--- src/rtl/lsu_lane_pkg.sv ---
package lsu_lane_pkg;
  typedef enum logic [1:0] {
    SZ_BYTE = 2'b00,
    SZ_HALF = 2'b01,
    SZ_WORD = 2'b10,
    SZ_RSVD = 2'b11
  } acc_size_e;

  localparam int LANE_W = 8;
endpackage

--- src/rtl/lsu_align_chk.sv ---
module lsu_align_chk
  import lsu_lane_pkg::*;
#(
  parameter int OFS_W = 2
) (
  input  acc_size_e        size,
  input  logic [OFS_W-1:0] ofs,
  output logic             misalign
);
  always_comb begin
    unique case (size)
      SZ_BYTE: misalign = 1'b0;
      SZ_HALF: misalign = ofs[0];
      SZ_WORD: misalign = |ofs;
      default: misalign = 1'b1;
    endcase
  end
endmodule

--- src/rtl/lsu_load_extract.sv ---
module lsu_load_extract
  import lsu_lane_pkg::*;
#(
  parameter int DATA_W = 32,
  localparam int LANES = DATA_W / LANE_W,
  localparam int OFS_W = $clog2(LANES)
) (
  input  logic [DATA_W-1:0] word,
  input  logic [OFS_W-1:0]  ofs,
  input  acc_size_e         size,
  input  logic              sign_ext,
  input  logic              big_end,
  output logic [DATA_W-1:0] data
);
  logic [LANE_W-1:0]   lane [LANES];
  logic [DATA_W-1:0]   word_rev;
  logic [LANE_W-1:0]   b_sel, h_first, h_second;
  logic [2*LANE_W-1:0] h_val;

  for (genvar k = 0; k < LANES; k++) begin : g_lane
    assign lane[k] = word[k*LANE_W +: LANE_W];
    assign word_rev[k*LANE_W +: LANE_W] = word[(LANES-1-k)*LANE_W +: LANE_W];
  end

  always_comb begin
    b_sel    = lane[ofs];
    h_first  = lane[{ofs[OFS_W-1:1], 1'b0}];
    h_second = lane[{ofs[OFS_W-1:1], 1'b1}];
    h_val    = big_end ? {h_first, h_second} : {h_second, h_first};
    unique case (size)
      SZ_BYTE: data = {{(DATA_W-LANE_W){sign_ext & b_sel[LANE_W-1]}}, b_sel};
      SZ_HALF: data = {{(DATA_W-2*LANE_W){sign_ext & h_val[2*LANE_W-1]}}, h_val};
      default: data = big_end ? word_rev : word;
    endcase
  end
endmodule

--- src/rtl/lsu_store_place.sv ---
module lsu_store_place
  import lsu_lane_pkg::*;
#(
  parameter int DATA_W = 32,
  localparam int LANES = DATA_W / LANE_W,
  localparam int OFS_W = $clog2(LANES)
) (
  input  logic [DATA_W-1:0] st_val,
  input  logic [OFS_W-1:0]  ofs,
  input  acc_size_e         size,
  input  logic              big_end,
  input  logic              misalign,
  output logic [DATA_W-1:0] st_word,
  output logic [LANES-1:0]  st_be
);
  logic [2*LANE_W-1:0] half_ord;
  logic [DATA_W-1:0]   word_ord;

  assign half_ord = big_end ? {st_val[LANE_W-1:0], st_val[2*LANE_W-1:LANE_W]}
                            : st_val[2*LANE_W-1:0];

  for (genvar k = 0; k < LANES; k++) begin : g_lane
    assign word_ord[k*LANE_W +: LANE_W] =
      big_end ? st_val[(LANES-1-k)*LANE_W +: LANE_W] : st_val[k*LANE_W +: LANE_W];

    always_comb begin
      unique case (size)
        SZ_BYTE: st_word[k*LANE_W +: LANE_W] = st_val[LANE_W-1:0];
        SZ_HALF: st_word[k*LANE_W +: LANE_W] = half_ord[(k%2)*LANE_W +: LANE_W];
        default: st_word[k*LANE_W +: LANE_W] = word_ord[k*LANE_W +: LANE_W];
      endcase
    end

    always_comb begin
      unique case (size)
        SZ_BYTE: st_be[k] = (OFS_W'(k) == ofs);
        SZ_HALF: st_be[k] = (OFS_W'(k >> 1) == OFS_W'(ofs >> 1));
        SZ_WORD: st_be[k] = 1'b1;
        default: st_be[k] = 1'b0;
      endcase
      if (misalign) st_be[k] = 1'b0;
    end
  end
endmodule

--- src/rtl/lsu_out_stage.sv ---
module lsu_out_stage #(
  parameter int W       = 8,
  parameter bit REG_OUT = 1'b1
) (
  input  logic         clk,
  input  logic         rst,
  input  logic [W-1:0] d,
  output logic [W-1:0] q
);
  if (REG_OUT) begin : g_reg
    always_ff @(posedge clk) begin
      if (rst) q <= '0;
      else     q <= d;
    end
  end else begin : g_wire
    logic unused_ok;
    assign unused_ok = clk ^ rst;
    assign q = d;
  end
endmodule

--- src/rtl/lsu_lane_unit.sv ---
module lsu_lane_unit
  import lsu_lane_pkg::*;
#(
  parameter int DATA_W  = 32,
  parameter bit REG_OUT = 1'b1,
  localparam int LANES  = DATA_W / LANE_W,
  localparam int OFS_W  = $clog2(LANES)
) (
  input  logic              clk,
  input  logic              rst,
  input  logic [DATA_W-1:0] rd_word,
  input  logic [OFS_W-1:0]  addr_lo,
  input  logic [1:0]        acc_size,
  input  logic              sign_ext,
  input  logic              big_end,
  input  logic [DATA_W-1:0] st_val,
  output logic [DATA_W-1:0] ld_data,
  output logic              misalign,
  output logic [DATA_W-1:0] st_word,
  output logic [LANES-1:0]  st_be
);
  localparam int OUT_W = 2*DATA_W + 1 + LANES;

  acc_size_e         sz;
  logic              mis_c;
  logic [DATA_W-1:0] ld_c, st_c;
  logic [LANES-1:0]  be_c;

  assign sz = acc_size_e'(acc_size);

  lsu_align_chk #(.OFS_W(OFS_W)) align_i (
    .size(sz), .ofs(addr_lo), .misalign(mis_c)
  );

  lsu_load_extract #(.DATA_W(DATA_W)) load_i (
    .word(rd_word), .ofs(addr_lo), .size(sz), .sign_ext(sign_ext),
    .big_end(big_end), .data(ld_c)
  );

  lsu_store_place #(.DATA_W(DATA_W)) store_i (
    .st_val(st_val), .ofs(addr_lo), .size(sz), .big_end(big_end),
    .misalign(mis_c), .st_word(st_c), .st_be(be_c)
  );

  lsu_out_stage #(.W(OUT_W), .REG_OUT(REG_OUT)) out_i (
    .clk(clk), .rst(rst),
    .d({ld_c, mis_c, st_c, be_c}),
    .q({ld_data, misalign, st_word, st_be})
  );
endmodule

--- config.mk ---
export PLATFORM = sky130hd
export DESIGN_NAME = lsu_lane_unit
export DESIGN_NICKNAME = d
export VERILOG_FILES = /design/src/rtl/lsu_lane_pkg.sv /design/src/rtl/lsu_align_chk.sv /design/src/rtl/lsu_load_extract.sv /design/src/rtl/lsu_store_place.sv /design/src/rtl/lsu_out_stage.sv /design/src/rtl/lsu_lane_unit.sv
export SDC_FILE = /design/constraint.sdc
export NUM_CORES = 1
export LEC_CHECK = 0
export BUFFER_PORTS_ARGS = -buffer_cell sky130_fd_sc_hd__buf_2
export CAP_MARGIN = 10
export CORE_MARGIN = 4
export CORE_UTILIZATION = 25
export CTS_CLUSTER_SIZE = 40
export DETAILED_ROUTE_END_ITERATION = 8
export RECOVER_POWER = 50
export SYNTH_ARGS = -nofsm -noshare
export SYNTH_HDL_FRONTEND = slang
export SYNTH_SLANG_ARGS = --single-unit
--- constraint.sdc ---
create_clock -name clk -period 7.55 [get_ports clk]
set_clock_uncertainty 0.2 [all_clocks]
set_input_delay 1.8875 -clock clk [delete_from_list [all_inputs] [get_ports clk]]
set_output_delay 1.8875 -clock clk [all_outputs]
set_load 0.03 [all_outputs]
=== Word-level counts from Yosys, hierarchy flattened ===
Index checks and enable logic that the tools add are counted.

* Bits in registers: 69
* Input bits: 72
* Output and inout bits: 69
* Word-level logic and storage cells: 46

* Magnitude comparators: 3
* Equal/unequal tests: 5
* Multiplexer cells: 26
* Bitwise operators: 5
* Reductions and logical operators: 5

{| class="wikitable"
|+ Operators by type and width
! cell !! number
|-
| $mux 8 || 10
|-
| $pmux 32 s2 || 1
|-
| $pmux 8 s2 || 4
|-
| $bmux 8 s2 || 3
|-
| $mux 16 || 2
|-
| $mux 32 || 1
|-
| $pmux 1 s3 || 5
|-
| $ge 3x3->1 const B || 3
|-
| $not 2->3 || 3
|-
| $logic_not 2->1 || 3
|-
| $eq 2x2->1 const A || 2
|-
| $reduce_or 2->1 || 2
|-
| $and 1x1->1 || 2
|-
| $eq 1x2->1 const A || 1
|-
| $eq 2x1->1 const B || 1
|-
| $eq 2x2->1 const B || 1
|}

=== Depth between registers and ports, before layout ===
Gate-level depths: netlist of run 1.

* Depth in word-level cells: 7
* Gate-level depth with buffers: 6
* Mapped depth without buffers: 3

=== By module ===
Synthesis of run 1 repeated with hierarchy kept, for this count alone.

* Cell total of the unflattened synthesis: 451
* Area total of the unflattened synthesis: 4032.6 sq um

{| class="wikitable"
|+ By module, submodules not included
! module !! times used !! cells an instance !! area an instance (sq um) !! sequential area each (sq um)
|-
| lsu_out_stage || 1 || 145 || 1856.8 || 1381.3
|-
| lsu_load_extract || 1 || 165 || 1273.7 || 0.0
|-
| lsu_store_place || 1 || 138 || 888.4 || 0.0
|-
| lsu_align_chk || 1 || 3 || 13.8 || 0.0
|}

=== Worst setup path before layout of run 1 ===
OpenSTA, ideal clock, no wires.

* Path type: input-to-reg
* From: in addr_lo[1]
* To: reg out_i.q[58]
* Library setup time: 0.137 ns
* Data arrival time: 3.406 ns
* Required time: 7.213 ns
* Slack: 3.808 ns
* Stages on the path: 5
* Buffers on the path: 2
* Cells stage by stage: buf_2 -> mux2_2 -> a222oi_1 -> buf_6 -> o22ai_1

* Cells in the longest elaborated chain, start to end: 7
* Elaborated cells on any way between the ends: 16
* Those cells by class: mux: 11; bitwise: 5

{| class="wikitable"
|+ Ends and longest elaborated chain
! element !! line !! RTL
|-
| start: declaration || lsu_lane_unit.sv:12 || <nowiki>input logic [OFS_W-1:0] addr_lo,</nowiki>
|-
| $not 2->3, on equally long branches || lsu_load_extract.sv:28, lsu_load_extract.sv:27 ||
|-
| $bmux 8 s2, on equally long branches || lsu_load_extract.sv:28, lsu_load_extract.sv:27 ||
|-
| $mux 8, on equally long branches (2 in a row) || lsu_load_extract.sv:28, lsu_load_extract.sv:27 ||
|-
| $mux 16 || lsu_load_extract.sv:29 || <nowiki>h_val = big_end ? {h_first, h_second} : {h_second, h_first};</nowiki>
|-
| $and 1x1->1 || lsu_load_extract.sv:32 || <nowiki>SZ_HALF: data = {{(DATA_W-2*LANE_W){sign_ext & h_val[2*LANE_W-1]}}, h_val};</nowiki>
|-
| $pmux 32 s2 * || lsu_load_extract.sv:30 || <nowiki>unique case (size)</nowiki>
|-
| end signal: assignment || lsu_out_stage.sv:12 || <nowiki>if (rst) q <= '0;</nowiki>
|-
| end signal: assignment || lsu_out_stage.sv:13 || <nowiki>else q <= d;</nowiki>
|-
| end: declaration || lsu_out_stage.sv:8 || <nowiki>output logic [W-1:0] q</nowiki>
|}

Mark *: on every way between the ends. The rest lies on a longest branch, timed or not. The select of a mux whose other input is x is not followed.
A chain may end at the register's enable or synchronous reset.

=== Worst setup path in the final report of run 1 ===
* From: in acc_size[1]
* To: reg out_i.q[64]

* Cells in the longest elaborated chain, start to end: 2
* Elaborated cells on any way between the ends: 3
* Those cells by class: eq/ne: 1; mux: 1; reduce/logical: 1

{| class="wikitable"
|+ Ends and longest elaborated chain
! element !! line !! RTL
|-
| start: declaration || lsu_lane_unit.sv:13 || <nowiki>input logic [1:0] acc_size,</nowiki>
|-
| $eq 2x1->1 / $logic_not 2->1 (equally long branches) || lsu_load_extract.sv:30 ||
|-
| $pmux 32 s2 * || lsu_load_extract.sv:30 ||
|}

Mark *: on every way between the ends. The rest lies on a longest branch, timed or not.

==> flow_summary.toml, run 1 <==
[status]
status = "finished clean"

[floorplan]
die_y_microns = 127
io_pins = 141
start_util_pct = 25.5
dieWidth_microns = 127
core_sq_um = 13900
dieArea_sq_um = 16100
rows = 43

[yosys]
synthCells = 353
synth-seq-cells = 69
synth_area_sq_um = 3540
synthArstFlopShare_pct = 0
yosys_warnings = 0
ys_seq_area_share_pct = 39.0
synth-edff-count = 0
synth_fp_nets = 425
yosysUniqueCellTypes = 36
ys.flop_type = "dfxtp_1"
syn_avg_cell_area_sq_um = 10.0

[pwr]
powerDensity_nw_per_um2 = 239
clkPwrFrac_pct = 42.3
p_sw_share_pct = 28.9
p_int_mw = 0.774
seq_power_share_pct = 36.8
power_leakage_nw = 1.75
power.total_mw = 1.09
switching_power_mw = 0.314
p_comb_share_pct = 20.9
peakVddDrop_mv = 0.106

[layout]
final_cell_mix = "71 x buf_2, 70 x clkbuf_1, 69 x dfxtp_1, 35 x nor2_1, 25 x mux2i_1"
reg.largest.list = "out_i.q x69"
fillCellCount = 1492
layout_commonest_cell = "buf_2"
design_area_sq_um = 4560
largest_reg_flops = 69
n_antenna_cell = 0
regMostFlops = "out_i.q"
layout.nets = 541
area_growth_pct = 28.8
drive_above_1_share_pct = 28.3

[timing]
grt_setup_unrepaired = "no"
hold_violations = 0
worstMarginPinSlew_ns = 1.07
tns_ns = 0
finalCritPeriodShare_pct = 51.5
slew_headroom_pct = 28.4
whs_ns = 1.67
setup_slack_ns = 3.66
finalSetupViolCount = 0
max_freq_ghz = 0.257
post-route-min-period_ns = 3.89
maxSlewViolCount = 0

[global_routing]
grt_pass1_vias = 3447
grt-ovfl-total = 0
grt_pass1_wl_mm = 19.0
grtUsageTotal_pct = 15.0
antenna_found_initial = 0
grt_start_max_net_pins = 56

[clock_network]
postCtsSetupBuffers = 0
clock_path_buffers = 2
h-tree-depth = 3
cts.sinks = 69
cts.clk_slew.worst_paths_ns = 0.06
cts_tree = "built"
clockRootBuffer = "clkbuf_16"
cts_buffers = 9
ctsHoldBuffers = 0
cts_resized = 0

[critical_path]
worstSetupPathType = "in2reg"
required_ns = 7.54
cp-end-kind = "register"
critPathLaunchType = "input port"
critPathArrivalTime_ns = 3.88
path_max_fanout = 51

[drt]
vias = 3483
drt_wl_total_mm = 12.4
drtAntennaViolNets = 0
drc = 0
wl_per_cell_microns = 18.9
drt_iter0_markers = 308
viasPerCell = 5.33
drt-pass1-iter-count = 5

[run]
cap_violations = 0

[hold_path]
min_to = "out_i.q[23]$_SDFF_PP0_"
hold_class = "in2reg"
min_from = "st_val[11]"
whs_path_depth = 3

[placed_design]
hpwl_mm = 8.79
place_congestion = 0.839
port_buffers = 140
place_area_sq_um = 4320
place_ws_ns = 3.35
-- synthesized netlist by cell type (2+ instances only) --
cell,number,area (sq um)
a2111oi_0,18,158
a211oi_1,18,135
a21oi_1,10,50.1
a222oi_1,9,90.1
a22oi_1,7,52.6
a31oi_1,8,50.1
buf_1,3,11.3
buf_2,7,35.0
buf_6,2,22.5
clkbuf_1,25,93.8
dfxtp_1,69,1380
inv_1,2,7.51
mux2_2,24,270
mux2i_1,25,250
mux4_1,3,78.8
mux4_2,12,270
nand2_1,15,56.3
nor2_1,35,131
nor2b_1,3,18.8
nor3_1,11,55.1
nor3b_1,2,15.0
o21ai_0,9,45.0
o22ai_1,16,100
or3b_2,8,70.1
-- power by group through the flow --
stage	sequential, mW	combinational, mW	clock (mW)
after floorplan	0.462	0.0985	0
after global placement	0.407	0.230	0
after detailed placement	0.407	0.234	0
after CTS	0.400	0.236	0.469
after global routing	0.403	0.244	0.483
final	0.400	0.227	0.460
-- routing by layer --
layer | GRT usage, % | vias to the layer above | part of all wire [%]
li1 | - | 1604 | -
met1 | 19.0 | 1641 | 42
met2 | 24.7 | 217 | 46
met3 | 3.85 | 21 | 10
met4 | 5.30 | 0 | 1.9
met5 | 0 | - | 0
-- how the worst max path moves through the flow --
| stage | startpoint | endpoint | slack (ns) | cells after the start |
|---|---|---|---|---|
| after floorplan | addr_lo[1] | out_i.q[58]$_SDFF_PP0_ | 3.81 | 5 |
| after global placement | acc_size[1] | out_i.q[53]$_SDFF_PP0_ | 3.43 | 5 |
| after detailed placement | acc_size[1] | out_i.q[64]$_SDFF_PP0_ | 3.35 | 5 |
| after CTS | acc_size[1] | out_i.q[64]$_SDFF_PP0_ | 3.69 | 5 |
| after global routing | acc_size[1] | out_i.q[53]$_SDFF_PP0_ | 3.56 | 5 |
| final | acc_size[1] | out_i.q[64]$_SDFF_PP0_ | 3.66 | 5 |
-- final cells by class --
class | instances | area [sq um] | area share, %
Clock buffer | 12 | 256 | 5.63
Clock inverter | 4 | 70.1 | 1.54
Inverter | 3 | 11.3 | 0.247
Multi-Input combinational cell | 244 | 1980 | 43.5
Sequential cell | 69 | 1380 | 30.3
Tap cell | 180 | 225 | 4.94
Timing Repair Buffer | 142 | 629 | 13.8
-- cells by family after synthesis --
group | Yosys count | synth area share [%]
simple gates | 80 | 11.1
mux | 64 | 24.6
xor+xnor | 1 | 0.248
buf+inv | 40 | 4.91
compound gates | 99 | 20.1
flops | 69 | 39.0
-- stage by stage --
step | cells | util [%]
3_3_place_gp | 638 | 31.1
5_1_grt | 654 | 32.8
6_report | 654 | 32.8
3_5_place_dp | 638 | 31.1
4_1_cts | 654 | 33.5
2_1_floorplan | 353 | -
-- worst max-delay path: stages --
cell and delay, ns:
buf_2 0.79, nor2_1 0.43, a222oi_1 0.36, buf_4 0.26, o22ai_1 0.11
No activity file was read; power rests on OpenSTA's default activity.
==> run 2, diff against run 1 <==
- clock period: 7.55 -> 4 ns (I/O delays scaled with it)
==> flow_summary.toml, run 2 (synthesized netlist as in run 1, its figures left out) <==
[drt]
drtAntennaViolNets = 0
wl_per_cell_microns = 18.8
drt_iter0_markers = 246
drc = 0
viasPerCell = 5.20
drt-pass1-iter-count = 6
vias = 3435
drt_wl_total_mm = 12.4

[critical_path]
critPathArrivalTime_ns = 2.81
worstSetupPathType = "in2reg"
path_max_fanout = 31
required_ns = 4.03
cp-end-kind = "register"
critPathLaunchType = "input port"

[layout]
design_area_sq_um = 4550
drive_above_1_share_pct = 29.2
layout.nets = 546
final_cell_mix = "71 x buf_2, 69 x dfxtp_1, 69 x clkbuf_1, 35 x nor2_1, 25 x mux2i_1"
layout_commonest_cell = "buf_2"
area_growth_pct = 28.5
largest_reg_flops = 69
reg.largest.list = "out_i.q x69"
regMostFlops = "out_i.q"

[placed_design]
place_congestion = 0.840
place_area_sq_um = 4350
port_buffers = 140
hpwl_mm = 9.03

[timing]
post-route-min-period_ns = 2.78
finalCritPeriodShare_pct = 69.6
finalSetupViolCount = 0
tns_ns = 0
grt_setup_unrepaired = "no"
slew_headroom_pct = 45.7
max_freq_ghz = 0.359
whs_ns = 0.790
maxSlewViolCount = 0
worstMarginPinSlew_ns = 0.814
hold_violations = 0

[global_routing]
grt_start_max_net_pins = 34
grtUsageTotal_pct = 14.9
grt-ovfl-total = 0
antenna_found_initial = 0
grt_pass1_vias = 3423
grt_pass1_wl_mm = 19.1

[floorplan]
start_util_pct = 25.5
rows = 43
core_sq_um = 13900
dieWidth_microns = 127
io_pins = 141
dieArea_sq_um = 16100
die_y_microns = 127

[clock_network]
cts_resized = 0
postCtsSetupBuffers = 0
clockRootBuffer = "clkbuf_16"
clock_path_buffers = 2
cts_buffers = 9
cts.clk_slew.worst_paths_ns = 0.05
ctsHoldBuffers = 0
cts.sinks = 69
h-tree-depth = 3
cts_tree = "built"

[pwr]
peakVddDrop_mv = 0.228
powerDensity_nw_per_um2 = 419
power_leakage_nw = 1.74

[hold_path]
hold_class = "in2reg"
whs_path_depth = 3

[status]
status = "finished clean"

[run]
cap_violations = 0
==> run 2: cell count changes in the layout (fill, tap and decap cells not counted), sizes merged <==
cell      change
bufinv        -2
clkinvlp      +2
buf           +5
clkbuf        -2
clkinv        +2
diode         +1
==> run 2: routing by layer <==
metal,track usage (%),wire length [microns],part of all wire (%)
met1,19.5,5140,42
met2,24.3,5840,47
met3,4.97,1330,11
met4,2.78,73,0.59
met5,0,0,0
==> run 2: layout make-up <==
cell class              instances  area (sq um)
flip-flops and latches         69          1380
multi-input cells             244          1980
inverters                       3          11.3
well taps                     180           225
clock buffers                  10           239
clock inverters                 6          38.8
fillers                      1474          9330
diodes                          1          2.50
repair buffers                147           667
==> run 2: stage by stage <==
| step | instances | worst slack, ns | utilization (%) | total power, mW |
|---|---|---|---|---|
| after floorplan | 353 | 1.15 | - | 1.06 |
| after global placement | 643 | 1.02 | 31.4 | 1.21 |
| after detailed placement | 643 | 0.939 | 31.4 | 1.21 |
| final | 660 | 1.22 | 32.8 | 1.91 |
| after CTS | 659 | 1.27 | 33.4 | 1.94 |
| after global routing | 659 | 1.10 | 32.7 | 1.99 |
==> run 2: report_power, final <==
part | leakage, nW | internal, mW | switching (mW) | total (mW)
logic | 1.04 | 0.145 | 0.286 | 0.431
registers | 0.573 | 0.740 | 0.0164 | 0.756
clock network | 0.134 | 0.433 | 0.286 | 0.719
==> run 2: worst paths after layout <==
check	from	to	slack, ns
worst max-delay path	acc_size[0]	out_i.q[66]$_SDFF_PP0_	1.22
worst min-delay path	st_val[11]	out_i.q[23]$_SDFF_PP0_	0.79
==> run 2: worst max-delay path, stage by stage <==
cell and delay, ns:
buf_2 0.43, nor3b_2 0.67, a222oi_1 0.25, buf_4 0.25, o22ai_1 0.20
==> run 3, diff against run 2 <==
- clock period: 4 -> 2.9 ns (I/O delays scaled with it)
==> flow_summary.toml, run 3 (synthesized netlist as in run 1, its figures left out) <==
[timing]
maxSlewViolCount = 0
slew_headroom_pct = 51.6
grt_setup_unrepaired = "no"
tns_ns = 0
worstMarginPinSlew_ns = 0.726
hold_violations = 0
finalSetupViolCount = 0
finalCritPeriodShare_pct = 79.8
post-route-min-period_ns = 2.32
setup_slack_ns = 0.585
max_freq_ghz = 0.432

[drt]
vias = 3551
drt_wl_total_mm = 12.6
drt-pass1-iter-count = 8
drtAntennaViolNets = 0
viasPerCell = 5.28
drt_iter0_markers = 289
wl_per_cell_microns = 18.7
drc = 0

[critical_path]
required_ns = 2.89
critPathBufInv = 2
cp-end-kind = "register"
critPathArrivalTime_ns = 2.30
crit_path_max_incr_delay_ns = 0.54
critPathTopFamily = "buffers and inverters"
cpMaxStageDelayCell = "clkbuf_1"
path_cells = "clkbuf_1, and3b_1, a222oi_1, buf_4, o22ai_1"
path_max_fanout = 17
worstSetupPathType = "in2reg"
critPathLaunchType = "input port"

[global_routing]
use_met3_pct = 4.22
antenna_found_initial = 1
use_met1_pct = 19.8
grt-ovfl-total = 0
grtUsageMet2_pct = 24.4
grtUsageTotal_pct = 15.2
grt_pass1_wl_mm = 19.2
grt_start_max_net_pins = 32
grt_pass1_vias = 3502
grt.busiest_layer = "met2"

[layout]
drive_above_1_share_pct = 32.0
n_antenna_cell = 0
layout_commonest_cell = "buf_2"
area_growth_pct = 33.3
reg.largest.list = "out_i.q x69"
regMostFlops = "out_i.q"
final_cell_mix = "75 x buf_2, 69 x dfxtp_1, 65 x clkbuf_1, 35 x nor2_1, 25 x mux2i_1"
fillCellCount = 1489
layout.nets = 560
largest_reg_flops = 69

[clock_network]
cts_resized = 0
cts_buffers = 9
clock_path_buffers = 2
h-tree-depth = 3
postCtsSetupBuffers = 0
clockRootBuffer = "clkbuf_16"
ctsHoldBuffers = 0
cts.sinks = 69
cts.clk_slew.worst_paths_ns = 0.06
cts_tree = "built"

[floorplan]
io_pins = 141
rows = 43
dieWidth_microns = 127
core_sq_um = 13900
dieArea_sq_um = 16100
die_y_microns = 127
start_util_pct = 25.5

[hold_path]
hold_class = "in2reg"

[pwr]
p_sw_share_pct = 29.5
p_comb_share_pct = 21.5
power_leakage_nw = 1.86
p_int_mw = 2.01
clkPwrFrac_pct = 41.9
powerDensity_nw_per_um2 = 604
seq_power_share_pct = 36.7
peakVddDrop_mv = 0.274
switching_power_mw = 0.839

[run]
cap_violations = 0

[placed_design]
hpwl_mm = 9.28
place_congestion = 0.866
place_ws_ns = 0.399
port_buffers = 140

[status]
status = "finished clean"
-- run 3: final timing paths --
path | start | end | slack, ns | cells past startpoint
min | rd_word[23] | out_i.q[60]$_SDFF_PP0_ | 0.50 | 3
max | acc_size[1] | out_i.q[63]$_SDFF_PP0_ | 0.58 | 5
-- run 3: layer usage --
layer | vias up | routed length (microns)
li1 | 1640 | -
met1 | 1685 | 5250
met2 | 203 | 5870
met3 | 21 | 1260
met4 | 2 | 216
met5 | - | 7
-- run 3: tightest hold or removal path, delay by kind of cell --
kind / cells / cell delay, ns
AO/OA/AOI/OAI: 1 / 0.09
buffers and inverters: 1 / 0.10
multiplexers: 1 / 0.07
-- run 3: power by group through the flow --
| stage | logic [mW] | clock network [mW] | registers, mW |
|---|---|---|---|
| floorplan | 0.257 | 0 | 1.20 |
| global placement | 0.617 | 0 | 1.06 |
| finish | 0.611 | 1.19 | 1.04 |
| CTS | 0.630 | 1.21 | 1.04 |
| global route | 0.655 | 1.25 | 1.05 |
| detailed placement | 0.626 | 0 | 1.06 |
-- run 3: cell type report --
class / count / area (sq um) / share of cell area (%)
Clock buffer: 10 / 239 / 5.07
Inverter: 3 / 11.3 / 0.239
Tap cell: 180 / 225 / 4.78
Sequential cell: 69 / 1380 / 29.3
Timing Repair Buffer: 161 / 790 / 16.7
Multi-Input combinational cell: 244 / 1980 / 42.1
Clock inverter: 6 / 86.3 / 1.83
-- run 3: metrics by stage --
stage / cell area, sq um / cells / hold slack, ns / total power [mW] / utilization [%]
finish: 4720 / 673 / 0.499 / 2.85 / 34.0
global route: 4720 / 673 / 0.511 / 2.95 / 34.0
CTS: 4800 / 673 / 0.496 / 2.89 / 34.6
detailed placement: 4470 / 657 / 0.853 / 1.69 / 32.2
global placement: 4470 / 657 / 0.838 / 1.68 / 32.2
floorplan: 3540 / 353 / 0.695 / 1.46 / -
